File: config.mk
export PLATFORM = sky130hd
export DESIGN_NAME = spi_dual_ctrl
export DESIGN_NICKNAME = d
export VERILOG_FILES = /design/src/rtl/spi_dual_pkg.sv /design/src/rtl/spi_regs.sv /design/src/rtl/spi_master_eng.sv /design/src/rtl/spi_interval_seq.sv /design/src/rtl/spi_slave_rx.sv /design/src/rtl/spi_dual_ctrl.sv
export SDC_FILE = /design/constraint.sdc
export NUM_CORES = 1
export LEC_CHECK = 0
export BUFFER_PORTS_ARGS = -buffer_cell sky130_fd_sc_hd__buf_2
export CAP_MARGIN = 20
export CORE_MARGIN = 2
export CORE_UTILIZATION = 66
export DETAILED_ROUTE_END_ITERATION = 12
export GPL_ROUTABILITY_DRIVEN = 0
export PLACE_DENSITY_LB_ADDON = 0.2
export RECOVER_POWER = 25
export SLEW_MARGIN = 10
export SYNTH_ARGS = -nofsm -noshare
export SYNTH_HDL_FRONTEND = slang
export SYNTH_SLANG_ARGS = --single-unit
File: constraint.sdc
create_clock -name clk -period 7.4 [get_ports clk]
set_input_delay 0.37 -clock clk [delete_from_list [all_inputs] [get_ports clk]]
set_output_delay 0.37 -clock clk [all_outputs]
set_load 0.005 [all_outputs]
File: src/rtl/spi_dual_pkg.sv
package spi_dual_pkg;
  localparam int unsigned WORD_W = 16;
  localparam int unsigned NB_W   = 4;

  typedef struct packed {
    logic [2:0]      div;
    logic            man_en;
    logic [NB_W-1:0] nbits_m1;
    logic            spare;
    logic            gp;
    logic            sns;
    logic            cpha;
    logic            cpol;
    logic            interval;
    logic            master;
    logic            run;
  } ctrl_t;

  typedef enum logic [1:0] {SQ_IDLE, SQ_LEAD, SQ_XFER, SQ_GAP} seq_state_t;
  typedef enum logic [1:0] {RA_DATA = 2'd0, RA_CTRL = 2'd1, RA_IVL = 2'd2, RA_STAT = 2'd3} reg_idx_t;

  // reference cycles per serial clock level
  function automatic logic [3:0] half_len(input logic [2:0] div);
    return {1'b0, div} + 4'd1;
  endfunction

  // place the first bit to send at the top of the word
  function automatic logic [WORD_W-1:0] msb_align(input logic [WORD_W-1:0] w,
                                                  input logic [NB_W-1:0] nm1);
    return w << (4'd15 - nm1);
  endfunction

  // ones in the low nm1+1 bits
  function automatic logic [WORD_W-1:0] low_mask(input logic [NB_W-1:0] nm1);
    logic [WORD_W:0] t;
    t = (17'd1 << ({1'b0, nm1} + 5'd1)) - 17'd1;
    return t[WORD_W-1:0];
  endfunction
endpackage

File: src/rtl/spi_regs.sv
module spi_regs
  import spi_dual_pkg::*;
#(
  parameter int DLY_W = 16
) (
  input  logic              clk,
  input  logic              rst_n,
  input  logic              bus_wr,
  input  logic [3:0]        bus_addr,
  input  logic [WORD_W-1:0] bus_wdata,
  output logic [WORD_W-1:0] bus_rdata,
  output ctrl_t             ctrl,
  output logic [DLY_W-1:0]  delay,
  output logic [WORD_W-1:0] tx_word,
  output logic              data_wr_q,
  input  logic              xfer_done,
  input  logic [WORD_W-1:0] rx_word,
  input  logic              busy,
  output logic              st_done
);
  logic [WORD_W-1:0] rx_q;
  logic [WORD_W-1:0] dly_rd;
  reg_idx_t          idx;
  logic              hit;

  assign idx = reg_idx_t'(bus_addr[2:1]);
  assign hit = !bus_addr[3] && !bus_addr[0];

  always_ff @(posedge clk or negedge rst_n) begin
    if (!rst_n) begin
      ctrl      <= '0;
      delay     <= '0;
      tx_word   <= '0;
      rx_q      <= '0;
      st_done   <= 1'b0;
      data_wr_q <= 1'b0;
    end else begin
      data_wr_q <= bus_wr && hit && (idx == RA_DATA);
      if (bus_wr && hit) begin
        case (idx)
          RA_DATA: tx_word <= bus_wdata;
          RA_CTRL: ctrl    <= ctrl_t'(bus_wdata);
          RA_IVL:  delay   <= bus_wdata[DLY_W-1:0];
          default: ;
        endcase
      end
      if (xfer_done) rx_q <= rx_word;
      if (xfer_done) st_done <= 1'b1;
      else if (bus_wr && hit && (idx == RA_STAT) && bus_wdata[0]) st_done <= 1'b0;
    end
  end

  always_comb begin
    dly_rd = '0;
    dly_rd[DLY_W-1:0] = delay;
  end

  always_comb begin
    bus_rdata = '0;
    if (hit) begin
      case (idx)
        RA_DATA: bus_rdata = rx_q;
        RA_CTRL: bus_rdata = ctrl;
        RA_IVL:  bus_rdata = dly_rd;
        RA_STAT: bus_rdata = {14'd0, busy, st_done};
        default: bus_rdata = '0;
      endcase
    end
  end
endmodule

File: src/rtl/spi_master_eng.sv
module spi_master_eng
  import spi_dual_pkg::*;
(
  input  logic              clk,
  input  logic              rst_n,
  input  logic              start,
  input  logic              cpol,
  input  logic              cpha,
  input  logic [NB_W-1:0]   nbits_m1,
  input  logic [2:0]        div,
  input  logic [WORD_W-1:0] tx_word,
  input  logic              din,
  output logic              busy,
  output logic              done,
  output logic              sck,
  output logic              dout,
  output logic [WORD_W-1:0] rx_sh
);
  logic [3:0]        hcnt;
  logic [NB_W:0]     ecnt;
  logic              sck_q;
  logic [WORD_W-1:0] tx_sh;
  logic              tick, lead, last, smp, shf;

  assign tick = busy && (hcnt == (half_len(div) - 4'd1));
  assign lead = ~ecnt[0];
  assign last = (ecnt == {nbits_m1, 1'b1});
  assign smp  = tick && (lead ^ cpha);
  assign shf  = tick && (cpha ? (lead && (ecnt != '0)) : !lead);

  always_ff @(posedge clk or negedge rst_n) begin
    if (!rst_n) begin
      busy  <= 1'b0;
      done  <= 1'b0;
      hcnt  <= '0;
      ecnt  <= '0;
      sck_q <= 1'b0;
      tx_sh <= '0;
      rx_sh <= '0;
    end else begin
      done <= tick && last;
      if (!busy) begin
        if (start) begin
          busy  <= 1'b1;
          hcnt  <= '0;
          ecnt  <= '0;
          sck_q <= cpol;
          tx_sh <= msb_align(tx_word, nbits_m1);
        end
      end else if (tick) begin
        hcnt  <= '0;
        sck_q <= ~sck_q;
        ecnt  <= ecnt + 5'd1;
        if (last) busy <= 1'b0;
        if (smp) rx_sh <= {rx_sh[WORD_W-2:0], din};
        if (shf) tx_sh <= tx_sh << 1;
      end else begin
        hcnt <= hcnt + 4'd1;
      end
    end
  end

  assign sck  = busy ? sck_q : cpol;
  assign dout = tx_sh[WORD_W-1];
endmodule

File: src/rtl/spi_interval_seq.sv
module spi_interval_seq
  import spi_dual_pkg::*;
#(
  parameter int DLY_W = 16
) (
  input  logic             clk,
  input  logic             rst_n,
  input  logic             active,
  input  logic             xfer_done,
  input  logic [DLY_W-1:0] delay,
  output logic             start,
  output logic             en_act,
  output logic             in_gap
);
  seq_state_t       st;
  logic [DLY_W-1:0] cnt;

  always_ff @(posedge clk or negedge rst_n) begin
    if (!rst_n) begin
      st  <= SQ_IDLE;
      cnt <= '0;
    end else begin
      case (st)
        SQ_IDLE: if (active) st <= SQ_LEAD;
        SQ_LEAD: st <= SQ_XFER;
        SQ_XFER: if (xfer_done) begin
          st  <= SQ_GAP;
          cnt <= '0;
        end
        SQ_GAP: begin
          if (!active)           st <= SQ_IDLE;
          else if (cnt == delay) st <= SQ_LEAD;
          else                   cnt <= cnt + DLY_W'(1);
        end
        default: st <= SQ_IDLE;
      endcase
    end
  end

  assign start  = (st == SQ_LEAD);
  assign en_act = (st == SQ_LEAD) || (st == SQ_XFER);
  assign in_gap = (st == SQ_GAP);
endmodule

File: src/rtl/spi_slave_rx.sv
module spi_slave_rx
  import spi_dual_pkg::*;
#(
  parameter int SYNC = 2
) (
  input  logic              clk,
  input  logic              rst_n,
  input  logic              enable,
  input  logic              cpol,
  input  logic              cpha,
  input  logic [NB_W-1:0]   nbits_m1,
  input  logic              sck_i,
  input  logic              din_i,
  input  logic              sel_n_i,
  output logic              busy,
  output logic              done,
  output logic [WORD_W-1:0] rx_sh,
  output logic [NB_W-1:0]   bitcnt
);
  logic [SYNC-1:0] sck_p, din_p, sel_p;
  logic            sck_s, sck_d, rise, fall, cap_ev, active;

  always_ff @(posedge clk or negedge rst_n) begin
    if (!rst_n) begin
      sck_p <= '0;
      din_p <= '0;
      sel_p <= '1;
    end else begin
      sck_p <= {sck_p[SYNC-2:0], sck_i};
      din_p <= {din_p[SYNC-2:0], din_i};
      sel_p <= {sel_p[SYNC-2:0], sel_n_i};
    end
  end

  assign sck_s  = sck_p[SYNC-1];
  assign rise   = sck_s && !sck_d;
  assign fall   = !sck_s && sck_d;
  assign cap_ev = cpha ? (cpol ? rise : fall) : (cpol ? fall : rise);
  assign active = enable && !sel_p[SYNC-1];

  always_ff @(posedge clk or negedge rst_n) begin
    if (!rst_n) begin
      sck_d  <= 1'b0;
      done   <= 1'b0;
      bitcnt <= '0;
      rx_sh  <= '0;
    end else begin
      sck_d <= sck_s;
      done  <= 1'b0;
      if (!active) begin
        bitcnt <= '0;
      end else if (cap_ev) begin
        rx_sh <= {rx_sh[WORD_W-2:0], din_p[SYNC-1]};
        if (bitcnt >= nbits_m1) begin
          bitcnt <= '0;
          done   <= 1'b1;
        end else begin
          bitcnt <= bitcnt + 4'd1;
        end
      end
    end
  end

  assign busy = active && (bitcnt != '0);
endmodule

File: src/rtl/spi_dual_ctrl.sv
module spi_dual_ctrl
  import spi_dual_pkg::*;
#(
  parameter int DLY_W       = 16,
  parameter int SYNC_STAGES = 2
) (
  input  logic        clk,
  input  logic        rst_n,
  input  logic        bus_wr,
  input  logic [3:0]  bus_addr,
  input  logic [15:0] bus_wdata,
  output logic [15:0] bus_rdata,
  output logic        sck_o,
  output logic        sck_oe,
  input  logic        sck_i,
  output logic        sdo_o,
  input  logic        mst_din_i,
  input  logic        slv_din_i,
  output logic        en_o,
  output logic        en_oe,
  input  logic        en_n_i,
  output logic        gp_o
);
  ctrl_t             ctrl_q;
  logic [DLY_W-1:0]  delay;
  logic [WORD_W-1:0] tx_word, m_rx, s_rx, rx_word;
  logic              data_wr_q, st_done, xfer_done;
  logic              cfg_run, cfg_master, cfg_interval, cfg_cpol, cfg_cpha, cfg_sns;
  logic [NB_W-1:0]   nbits_m1, s_bitcnt;
  logic              m_busy, m_done, m_start, man_start;
  logic              s_busy, s_done;
  logic              seq_start, seq_en, seq_gap, seq_active, sel_act;

  assign cfg_run      = ctrl_q.run;
  assign cfg_master   = ctrl_q.master;
  assign cfg_interval = ctrl_q.interval;
  assign cfg_cpol     = ctrl_q.cpol;
  assign cfg_cpha     = ctrl_q.cpha;
  assign cfg_sns      = ctrl_q.sns;
  assign nbits_m1     = ctrl_q.nbits_m1;

  spi_regs #(.DLY_W(DLY_W)) i_regs (
    .clk(clk), .rst_n(rst_n), .bus_wr(bus_wr), .bus_addr(bus_addr),
    .bus_wdata(bus_wdata), .bus_rdata(bus_rdata), .ctrl(ctrl_q), .delay(delay),
    .tx_word(tx_word), .data_wr_q(data_wr_q), .xfer_done(xfer_done),
    .rx_word(rx_word), .busy(m_busy || s_busy), .st_done(st_done)
  );

  assign seq_active = cfg_run && cfg_master && cfg_interval;
  assign man_start  = data_wr_q && cfg_run && cfg_master && !cfg_interval;
  assign m_start    = man_start || seq_start;

  spi_interval_seq #(.DLY_W(DLY_W)) i_seq (
    .clk(clk), .rst_n(rst_n), .active(seq_active), .xfer_done(m_done),
    .delay(delay), .start(seq_start), .en_act(seq_en), .in_gap(seq_gap)
  );

  spi_master_eng i_mst (
    .clk(clk), .rst_n(rst_n), .start(m_start), .cpol(cfg_cpol), .cpha(cfg_cpha),
    .nbits_m1(nbits_m1), .div(ctrl_q.div), .tx_word(tx_word), .din(mst_din_i),
    .busy(m_busy), .done(m_done), .sck(sck_o), .dout(sdo_o), .rx_sh(m_rx)
  );

  spi_slave_rx #(.SYNC(SYNC_STAGES)) i_slv (
    .clk(clk), .rst_n(rst_n), .enable(cfg_run && !cfg_master), .cpol(cfg_cpol),
    .cpha(cfg_cpha), .nbits_m1(nbits_m1), .sck_i(sck_i), .din_i(slv_din_i),
    .sel_n_i(en_n_i), .busy(s_busy), .done(s_done), .rx_sh(s_rx), .bitcnt(s_bitcnt)
  );

  assign xfer_done = m_done || s_done;
  assign rx_word   = (m_done ? m_rx : s_rx) & low_mask(nbits_m1);

  assign sel_act = cfg_interval ? seq_en : ctrl_q.man_en;
  assign en_o    = cfg_master && (cfg_sns ? sel_act : !sel_act);
  assign en_oe   = cfg_master;
  assign sck_oe  = cfg_master;
  assign gp_o    = ctrl_q.gp;
endmodule

---- Word-level counts from Yosys, hierarchy flattened ----
Cells that the tools add are included.
cells by class
  add/subtract/negate cells ............... 9
  $mul .................................... 0
  div/mod/pow operators ................... 0
  order comparisons ....................... 1
  equal/unequal tests ..................... 17
  shift-type cells ........................ 2
  multiplexer cells ....................... 44
  bitwise logic cells ..................... 4
  reductions and logical operators ........ 49
operators by type and width
  cell                                                                     number
  16-bit 2-to-1 mux                                                        9
  16-bit one-hot mux with 4 select lines                                   1
  16-bit one-hot mux with 2 select lines                                   1
  4-bit 2-to-1 mux                                                         6
  1-bit logical AND                                                        21
  1-bit 2-to-1 mux                                                         19
  16-bit by 1-bit adder with 16-bit output, second input constant          1
  16-bit AND                                                               1
  16-bit == test                                                           1
  1-bit by 5-bit left shift with 16-bit output, first input constant       1
  16-bit by 4-bit left shift with 16-bit output                            1
  16-bit by 1-bit subtractor with 16-bit output, second input constant     1
  5-bit 2-to-1 mux                                                         3
  2-bit AND reduction                                                      5
  3-bit AND reduction                                                      3
  4-bit by 1-bit adder with 4-bit output, second input constant            2
  2-bit == test, second input constant                                     4
  1-bit logical NOT                                                        8
  2-bit 2-to-1 mux                                                         4
  2-bit by 1-bit inequality test with 1-bit output, second input constant  4
  2-bit one-hot mux with 4 select lines                                    1
  2-bit inequality test, second input constant                             3
  2-bit nonzero test                                                       3
  4-bit by 1-bit adder with 5-bit output, second input constant            1
  16 further kinds                                                         22
storage, ports and cells
  register bits after elaboration ......... 156
  bits in latches ......................... 0
  memory bits (writable) .................. 0
  bits in read-only memories .............. 0
  bits of input ports ..................... 27
  output and inout port bits .............. 22
  word-level logic and storage cells ...... 158
  memories ................................ 0

---- Logic depth before layout (Yosys ltp) ----
Gate-level depths: netlist (run 1).
  depth in word-level cells ............... 8
  mapped depth ............................ 11
  gate-level depth less buffers ........... 8

---- By module ----
From an unflattened synthesis (run 1), not the netlist that was laid out.
second synthesis, totals
  cell total of the unflattened synthesis .. 805
  area total of the unflattened synthesis .. 8846.0 µm²
by module, submodules not included
  module            instances  cells an instance  area an instance (µm²)
  spi_regs          1          211                2924.1
  spi_master_eng    1          260                2643.8
  spi_interval_seq  1          165                1436.4
  spi_slave_rx      1          85                 1263.7
  spi_dual_ctrl     1          84                 578.1

---- Least setup slack after synthesis (run 1) ----
OpenSTA, ideal clock, no wires.
  path type ............................... reg2reg
  start ................................... reg i_regs.ctrl[8] (netlist bit)
  end ..................................... reg i_regs.rx_q[6]
  setup time .............................. 83 ps
  arrival time ............................ 2519 ps
  required time ........................... 7317 ps
  slack ................................... 4799 ps
  stages on the path, launching flop included .. 12
  path buffers ............................ 3
  clock period less this slack ............ 2601 ps
  cells stage by stage .................... dfrtp_1 buf_2 buf_1 buf_2 nor4_1 inv_1 ha_1 nand2b_1 o2bb2a_1 o22ai_1 a31oi_1 o21ai_0
between the ends
  word-level cells in the longest chain between the ends .. 4
RTL lines
  what                                           RTL line             RTL
  from (decl)                                    spi_regs.sv:12       output ctrl_t ctrl,
  from (signal assigned)                         spi_regs.sv:42       RA_CTRL: ctrl <= ctrl_t'(bus_wdata);
  4-bit by 1-bit adder with 5-bit output         spi_dual_pkg.sv:36   t = (17'd1 << ({1'b0, nm1} + 5'd1)) - 17'd1;
  1-bit by 5-bit left shift with 16-bit output   spi_dual_pkg.sv:36
  16-bit by 1-bit subtractor with 16-bit output  spi_dual_pkg.sv:36
  16-bit AND                                     spi_dual_ctrl.sv:71  assign rx_word = (m_done ? m_rx : s_rx) & low_mask(nbits_m1);
  to (signal assigned)                           spi_regs.sv:47       if (xfer_done) rx_q <= rx_word;
  to (decl)                                      spi_regs.sv:21       logic [WORD_W-1:0] rx_q;
No other way between the ends.
A chain may end at the register's enable or synchronous reset.

---- Worst setup path in the final report (run 1) ----
  start ................................... reg i_regs.ctrl[1] (netlist bit)
  end ..................................... out bus_rdata[1]
between the ends
  word-level cells in the longest chain between the ends .. 7
RTL lines
  what                                        RTL line             RTL
  1-bit logical NOT                           spi_dual_ctrl.sv:65  .clk(clk), .rst_n(rst_n), .enable(cfg_run && !cfg_master), .cpol(cfg_cpol),
  1-bit logical AND                           spi_dual_ctrl.sv:65
  1-bit logical AND                           spi_slave_rx.sv:39   assign active = enable && !sel_p[SYNC-1];
  1-bit logical AND                           spi_slave_rx.sv:64   assign busy = active && (bitcnt != '0);
  1-bit logical OR                            spi_dual_ctrl.sv:46  .rx_word(rx_word), .busy(m_busy || s_busy), .st_done(st_done)
  16-bit one-hot mux with 4 select lines (*)  spi_regs.sv:61       case (idx)
  16-bit 2-to-1 mux (*)                       spi_regs.sv:60       if (hit) begin
  to (decl)                                   spi_dual_ctrl.sv:12  output logic [15:0] bus_rdata,
Mark *: on every way between the ends. The rest lies on a longest branch, timed or not.

==> results of run 1 <==
==> logic make-up after synthesis <==
family	Yosys count	share of synthesized area, %
other cells	1	0.0446
buf+inv	75	3.66
compound gates	163	12.2
fa+ha+maj	15	2.23
mux	123	17.6
simple gates	242	14.6
flops	156	46.5
xor+xnor	30	3.13
==> area by class of cell <==
type	count	share of cell area [%]
Clock buffer	17	4.57
Clock inverter	15	1.61
Inverter	22	0.887
Multi-Input combinational cell	574	45.1
Sequential cell	156	42.0
Tap cell	172	2.31
Timing Repair Buffer	59	3.58
==> path summary, 6_finish.rpt <==
kind / slack [ns] / endpoint / startpoint
min reg2reg: 0.36 / i_slv.sck_p[1]$_DFF_PN0_ / i_slv.sck_p[0]$_DFF_PN0_
max reg2reg: 4.75 / i_mst.rx_sh[13]$_DFFE_PN0P_ / i_mst.hcnt[2]$_DFFE_PN0P_
min in group clk: 0.03 / i_slv.din_p[0]$_DFF_PN0_ / slv_din_i
max: 4.60 / bus_rdata[1] / i_regs.ctrl[1]$_DFFE_PN0P_
min: -0.03 / i_regs.data_wr_q$_DFF_PN0_ / rst_n
max in group asynchronous: 6.05 / i_mst.hcnt[1]$_DFFE_PN0P_ / rst_n
==> critical path: stages (launching register included) <==
cell,delay (ns)
dfrtp_1,0.48
or3b_2,0.59
a21oi_1,0.20
o21ai_0,0.17
a311oi_1,0.37
buf_2,0.17
==> power by group through the flow <==
stage	clock (mW)	combinational, mW	sequential (mW)
after global routing	0.893	0.952	1.21
after floorplan	0	0.664	1.14
final	0.852	0.867	1.19
after detailed placement	0	0.842	1.20
after global placement	0	0.808	1.18
after CTS	0.857	0.856	1.19
==> metrics by stage <==
step	util, %	hold slack, ns	cell area [um^2]
final	74.4	-0.0273	9310
after floorplan	-	0.0744	8400
after global routing	74.4	0.0271	9310
after global placement	69.7	0.337	8720
after CTS	74.3	0.0133	9300
after detailed placement	69.7	0.344	8720
==> synthesized netlist by cell type (all sizes together), types with 10 or more instances <==
library cell	n	area, um^2
nor2	55	206
inv	21	78.8
nand3	30	150
ha	15	188
xnor2	22	193
buf	19	97.6
nand2b	14	87.6
dfrtp	154	3850
mux2i	26	260
clkbuf	34	128
nor2b	12	75.1
a21oi	45	225
nand4	10	62.6
mux2	86	968
nand2	65	244
o21ai	49	245
mux4	11	248
nor3	12	76.3
==> registers in the layout, indices dropped and copies added (netlist names), 5 cells and up <==
| signal | count |
|---|---|
| i_regs.ctrl | 16 |
| i_regs.rx_q | 16 |
| i_regs.tx_word | 16 |
| i_mst.rx_sh | 16 |
| i_mst.tx_sh | 16 |
| i_mst.ecnt | 5 |
| i_slv.rx_sh | 16 |
| i_seq.cnt | 16 |
| i_regs.delay | 16 |
==> layer usage <==
layer,routed length (um),up-vias,share of wire [%]
met2,9800,245,49
met1,8510,3170,42
li1,-,2964,-
met5,0,-,0
met3,1310,50,6.5
met4,529,0,2.6
==> impl_metrics.ini, run 1 <==
[status]
outcome = finished, violations left
failed_checks = negative hold slack

[cells_and_area]
drive_above_1_share_pct = 24.1
syn_to_final_growth_pct = 10.8
layout_commonest_cell = dfrtp_1
multi_input_area_mm2 = 0.00420
seq_area_mm2 = 0.00391
layout.cells.non_filler = 1015
layout_common_cells = dfrtp_1, mux2_2, nand2_1
final_nets = 872
insertedDiodeCount = 0
nFillCells = 905

[clock_network]
cts_hold_buf = 0
cts_setup_buffers = 0
cts_tree = done
cts_root_buf = clkbuf_16
cts.clk_slew.worst_paths_ns = 0.07
post_cts_resized = 0
clock_sinks = 156
numCtsBuffers = 17
clk_latency_ns = 0.44
htreeDepth = 4
cts_buffer_depth = 2

[setup_path]
cp.required_ns = 7.03
cp-end-kind = output port
r2r_cells = 4
worstSetupPathType = flip-flop to output port
cp_max_fo = 9
cp-start-kind = flip-flop
crit_arrival_ns = 2.43

[route]
dr_total_vias = 6429
drc = 0
antenna_left = 0
first_iter_violations = 826
vias_per_cell = 6.33
wl_um = 20200
first_pass_iters = 5
post_drt_wl_per_cell_um = 19.9

[synth]
yosysSeqAreaShare_pct = 46.5
syn-num-nets = 847
ys_ff_latch = 156
ys_types = 72
synth_area_mm2 = 0.00840
synth_cells = 805
yosysWarnings = 0
syn_area_per_cell_um2 = 10.4
ys.flop_type = dfrtp_1
synth-edff-count = 0
async_reset_ff_share_pct = 100

[die]
dieHeight_um = 117
start_util_pct = 67.1
die_area_mm2 = 0.0136
core_area_mm2 = 0.0125
die_w_um = 117
io_pins = 49
row_count = 41

[global_routing]
grt_max_degree = 87
gr-max-usage-layer = met2
antenna_found_initial = 0
grtUsageTotal_pct = 32.0
met2_usage_pct = 51.0
grt_pass1_wl_um = 33100
overflow = 0
met1_usage_pct = 44.1
grt_pass1_vias = 6346
grtUsageMet3_pct = 5.87

[run]
max-cap-violations = 0

[timing]
setup_ws_ns = 4.60
period_share_pct = 37.9
clock.fmax_mhz = 357
setup_violations = 0
grt_setup_unrepaired = no
min_period_ns = 2.80
slew_headroom_pct = 30.5
hold-worst-slack_ns = -0.0273
maxSlewViolCount = 0
clock_skew_ns = 0.00931
worst_slew_pin_slew_ns = 1.04
timing.setup.tns_ns = 0
hold_violations = 18

[power_and_ir_drop]
internal_power_mw = 1.86
power_density_mw_per_mm2 = 313
swShare_pct = 36.2
p_comb_share_pct = 29.8
seq_power_share_pct = 41.0
power.switching_mw = 1.05
power_leakage_nw = 4.10
finalPower_mw = 2.91
irDropWorstVdd_uv = 190
clockPowerShare_pct = 29.3

[placement]
dp.cells = 982
place_hpwl_um = 13800
io_buffers = 48
detailedPlace.worstSlack_ns = 4.66

[min_path]
hp-class = input pin to async pin
Note: power is estimated with default switching activity, not from simulation.
==> run 2, diff against run 1 <==
CORE_UTILIZATION = 55   (was 66)
clock period = 2.5 ns   (was 7.4 ns; I/O delays follow)
==> run 2 against run 1 <==
  * Via count up 1.6%
  * Critical path depth did not move
  * First-iteration DRC count decreased by 39%
  * The run ends with max-capacitance violations, max-slew violations left
  * Final cell count grew 4.9%
==> impl_metrics.ini, run 2 (synthesis results as in run 1) <==
[setup_path]
rr_endpoint = i_mst.rx_sh[4]$_DFFE_PN0P_
crit_arrival_ns = 2.29
ff2ff_setup_slack_ns = 0.18
cp_max_fo = 9
max_stage_delay_ns = 0.49
worstSetupPathType = flip-flop to output port
cpLargestDelayFamily = compound AO/OA/AOI/OAI gates
cp-start-kind = flip-flop
cp.required_ns = 2.38
r2r_cells = 5
r2r_start = i_mst.hcnt[2]$_DFFE_PN0P_
path_cells = or3b_4 > a21oi_2 > o21ai_0 > a311oi_1 > buf_2
crit_buf_inv = 1
cp-end-kind = output port
cpMaxStageDelayCell = dfrtp_2

[cells_and_area]
insertedDiodeCount = 0
syn_to_final_growth_pct = 15.2
drive_above_1_share_pct = 24.3
final_nets = 906
layout_common_cells = dfrtp_1, mux2_2, nand2_1
finalInstanceArea_mm2 = 0.00968
layout_commonest_cell = dfrtp_1
nFillCells = 1176

[route]
wl_um = 21000
drc = 0
dr_total_vias = 6530
post_drt_wl_per_cell_um = 19.7
antenna_left = 0
first_pass_iters = 6
first_iter_violations = 500
vias_per_cell = 6.13

[power_and_ir_drop]
clockPowerShare_pct = 29.7
power_leakage_nw = 4.26
power_density_mw_per_mm2 = 910
irDropWorstVdd_uv = 587
swShare_pct = 36.3
power.switching_mw = 3.19
seq_power_share_pct = 40.0
p_comb_share_pct = 30.3
internal_power_mw = 5.61

[placement]
postPlaceCellArea_mm2 = 0.00888
place_hpwl_um = 15000
io_buffers = 48

[timing]
min_period_ns = 2.42
timing.setup.tns_ns = 0
grt_setup_unrepaired = no
hold_violations = 0
maxSlewViolCount = 88
worst_slew_pin_slew_ns = 1.98
period_share_pct = 96.8
clock_skew_ns = 0.0135
slew_headroom_pct = -31.9
clock.fmax_mhz = 413
setup_violations = 0

[global_routing]
overflow = 0
grt_max_degree = 89
antenna_found_initial = 0
grtUsageMet3_pct = 6.41
grt_pass1_wl_um = 34000
met2_usage_pct = 43.0
grtUsageTotal_pct = 27.0
met1_usage_pct = 35.5
grt_pass1_vias = 6508
gr-max-usage-layer = met2

[die]
start_util_pct = 55.7
core_area_mm2 = 0.0151
die_w_um = 128
dieHeight_um = 128
die_area_mm2 = 0.0163
row_count = 45
io_pins = 49

[min_path]
hold_depth = 4
hp-start = bus_wr
min_to = i_regs.st_done$_DFFE_PN0P_
hp-class = input pin to flip-flop

[clock_network]
numCtsBuffers = 17
clock_sinks = 156
cts_tree = done
cts_buffer_depth = 2
cts_setup_buffers = 0
cts_root_buf = clkbuf_16
clk_latency_ns = 0.44
htreeDepth = 4
cts.clk_slew.worst_paths_ns = 0.07

[status]
outcome = finished, violations left
failed_checks = max-capacitance violations, max-slew violations

[run]
max-cap-violations = 1
[run 2: cell count changes in the layout (fill, tap and decap cells not counted), moves of 3 or more]
cell,previous run,this run
dlygate4sd3_1,0,21
clkbuf_1,0,4
clkinv_8,2,5
buf_4,10,19
[run 2: cell type report]
cell class | count | area (um^2) | area share [%]
clock buffer | 17 | 425 | 4.40
multi-input combinational | 574 | 4200 | 43.4
sequential | 156 | 3910 | 40.4
timing repair buffer | 93 | 643 | 6.64
inverter | 22 | 82.6 | 0.853
tap | 188 | 235 | 2.43
clock inverter | 15 | 183 | 1.89
[run 2: worst register-to-register path: cells and delay by family (launching register included)]
| kind | cells | cell delay, ns |
|---|---|---|
| buffers and inverters | 1 | 0.27 |
| flip-flops | 1 | 0.42 |
| AND/OR/NAND/NOR | 2 | 0.91 |
| multiplexers | 1 | 0.39 |
| XOR/XNOR | 1 | 0.22 |
[run 2: worst max-delay path by stage]
stage	start	end	slack, ns	cells after the start
2_1_floorplan	i_regs.ctrl[8]$_DFFE_PN0P_	i_regs.rx_q[6]$_DFFE_PN0P_	0.05	11
3_3_place_gp	i_mst.hcnt[2]$_DFFE_PN0P_	i_mst.rx_sh[0]$_DFFE_PN0P_	0.28	5
3_5_place_dp	i_mst.hcnt[2]$_DFFE_PN0P_	i_mst.rx_sh[1]$_DFFE_PN0P_	0.21	5
4_1_cts	i_regs.ctrl[1]$_DFFE_PN0P_	bus_rdata[1]	0.11	5
5_1_grt	i_regs.ctrl[1]$_DFFE_PN0P_	bus_rdata[1]	0.03	5
6_report	i_regs.ctrl[1]$_DFFE_PN0P_	bus_rdata[1]	0.08	5
[run 2: per-stage QoR]
step | utilization [%] | total power [mW] | std cells | hold slack, ns | setup slack (ns)
after floorplan | - | 5.35 | 805 | -0.171 | 0.0508
after global placement | 58.8 | 6.02 | 1012 | 0.226 | 0.279
after detailed placement | 58.8 | 6.16 | 1012 | 0.235 | 0.213
after CTS | 64.3 | 8.83 | 1065 | 0.0577 | 0.113
after global routing | 64.1 | 9.29 | 1065 | 0.0979 | 0.0317
final | 64.1 | 8.81 | 1065 | 0.0630 | 0.0808
[run 2: power groups by stage]
| stage | clock network, mW | logic [mW] | registers, mW |
|---|---|---|---|
| 6_report | 2.62 | 2.66 | 3.52 |
| 5_1_grt | 2.76 | 2.93 | 3.60 |
| 4_1_cts | 2.65 | 2.66 | 3.52 |
| 3_5_place_dp | 0 | 2.61 | 3.56 |
| 3_3_place_gp | 0 | 2.50 | 3.52 |
| 2_1_floorplan | 0 | 1.97 | 3.38 |
[run 2: layer usage]
| metal | share of wire, % | vias to the layer above |
|---|---|---|
| met5 | 0 | - |
| met3 | 5.3 | 48 |
| met4 | 3.1 | 0 |
| met2 | 48 | 191 |
| met1 | 44 | 3252 |
| li1 | - | 3039 |
[run 2: repair_timing]
action                                  CTS  global route
endpoints found under the setup margin    1             0
resized for setup                         3             0
hold buffers                             21             0
hold endpoints to repair                134             0
==> run 3, diff against run 2 <==
RECOVER_POWER = default   (was 25)
==> run 3 against run 2 <==
  * The flow now finishes without violations
  * Critical endpoint unchanged
  * First-iteration DRC count up 5.8%
  * Sequential cell count unchanged
  * Register-to-register slack about the same
  * Final area up 0.25%
  * Hold slack worse by 0.0011 ns
  * Clock skew up 0.00050 ns
  * Combinational power about the same
  * Via count up 0.29%
  * Global-route usage unchanged
  * Clock-buffer cell count unchanged
  * Worst setup slack better by 0.036 ns
  * Critical path depth unchanged
==> impl_metrics.ini, run 3 (synthesis results as in run 1) <==
[clock_network]
cts_root_buf = clkbuf_16
cts_buffer_depth = 2
clk_latency_ns = 0.44
htreeDepth = 4
cts_setup_buffers = 0
cts_tree = done
cts.clk_slew.worst_paths_ns = 0.07
numCtsBuffers = 17
clock_sinks = 156

[route]
routed-wl-met3_um = 1120
drc = 0
antenna_left = 0
wl_um = 21000
met2_wirelength_um = 9980
drt-met1-wl_um = 9180
first_pass_iters = 6
highest_layer = met4
first_iter_violations = 529
vias_per_cell = 6.15
dr_total_vias = 6549
post_drt_wl_per_cell_um = 19.7

[global_routing]
overflow = 0
grt_pass1_vias = 6508
grtUsageTotal_pct = 27.0
grt_pass1_wl_um = 34000
grt_max_degree = 89
antenna_found_initial = 0

[setup_path]
cp-end-kind = output port
crit_arrival_ns = 2.26
cpMaxStageDelayCell = dfrtp_2
max_stage_delay_ns = 0.49
crit_buf_inv = 1
path_cells = or3b_4 > a21oi_2 > o21ai_0 > a311oi_1 > buf_2
cpLargestDelayFamily = compound AO/OA/AOI/OAI gates
cp-start-kind = flip-flop
ff2ff_setup_slack_ns = 0.18
cp_max_fo = 9
worstSetupPathType = flip-flop to output port
cp.required_ns = 2.38

[placement]
postPlaceCellArea_mm2 = 0.00888
place_hpwl_um = 15000
dp.cells = 1012
detailedPlace.worstSlack_ns = 0.213
io_buffers = 48

[power_and_ir_drop]
p_comb_share_pct = 30.3
clockPowerShare_pct = 29.7
power_leakage_nw = 4.28
swShare_pct = 36.3
seq_power_share_pct = 40.0
power_density_mw_per_mm2 = 908
internal_power_mw = 5.62
power.switching_mw = 3.20
irDropWorstVdd_uv = 588

[cells_and_area]
finalInstanceArea_mm2 = 0.00970
layout.cells.non_filler = 1065
insertedDiodeCount = 0
drive_above_1_share_pct = 25.0
layout_commonest_cell = dfrtp_1
syn_to_final_growth_pct = 15.5
layout_common_cells = dfrtp_1, mux2_2, nand2_1
final_nets = 906

[min_path]
hp-class = input pin to flip-flop

[run]
max-cap-violations = 0

[die]
start_util_pct = 55.7
io_pins = 49
dieHeight_um = 128
core_area_mm2 = 0.0151
die_w_um = 128
die_area_mm2 = 0.0163
row_count = 45

[status]
outcome = complete, no violations

[timing]
clock.fmax_mhz = 420
hold_violations = 0
timing.setup.tns_ns = 0
clock_skew_ns = 0.0140
setup_ws_ns = 0.116
slew_headroom_pct = 22.5
grt_setup_unrepaired = no
min_period_ns = 2.38
period_share_pct = 95.3
worst_slew_pin_slew_ns = 1.16
maxSlewViolCount = 0
setup_violations = 0
## run 3: cell count changes in the layout (fill, tap and decap cells not counted), sizes merged
| cell | previous run | this run |
|---|---|---|
| buf | 68 | 72 |
| clkbuf | 21 | 17 |
## run 3: power groups by stage
stage	combinational (mW)	clock [mW]	sequential, mW
3_3_place_gp	2.50	0	3.52
6_report	2.67	2.62	3.53
4_1_cts	2.66	2.65	3.52
5_1_grt	2.94	2.76	3.60
2_1_floorplan	1.97	0	3.38
3_5_place_dp	2.61	0	3.56
## run 3: path summary, 6_finish.rpt
kind,from,endpoint,depth (start not counted)
min,bus_wr,i_regs.st_done$_DFFE_PN0P_,4
min in group asynchronous,rst_n,i_seq.cnt[5]$_DFFE_PN0P_,2
max in group asynchronous,rst_n,i_mst.busy$_DFF_PN0_,3
max,i_regs.ctrl[1]$_DFFE_PN0P_,bus_rdata[1],5
min reg2reg,i_slv.sck_p[0]$_DFF_PN0_,i_slv.sck_p[1]$_DFF_PN0_,0
max reg2reg,i_mst.hcnt[2]$_DFFE_PN0P_,i_mst.rx_sh[4]$_DFFE_PN0P_,5
## run 3: stage by stage
step	total power, mW	hold slack [ns]	utilization [%]
after CTS	8.83	0.0577	64.3
after detailed placement	6.16	0.235	58.8
after global routing	9.29	0.0977	64.3
final	8.82	0.0619	64.3
after global placement	6.02	0.226	58.8
after floorplan	5.35	-0.171	-
## run 3: cell type report
class                           count  area, um^2
Tap cell                          188         235
Multi-Input combinational cell    574        4210
Timing Repair Buffer               93         662
Sequential cell                   156        3910
Clock inverter                     15         183
Clock buffer                       17         425
Inverter                           22        82.6
Fill cell                        1172        5390
## run 3: repair_timing
| item | in CTS | in global routing |
|---|---|---|
| hold buffers | 21 | 0 |
| resized for setup | 3 | 0 |
| endpoints found under the hold margin | 134 | 0 |
| endpoints found under the setup margin | 1 | 0 |
## run 3: worst min-delay path: stages
cell and delay [ns]:
buf_2 0.10, nand3_1 0.08, o21ai_0 0.10, nand2_1 0.06
## run 3: routing by layer
metal  track usage, %  vias up
met2             43.0      195
met3             6.41       51
li1                 -     3034
met5                0        -
met4             11.8        0
met1             35.5     3269
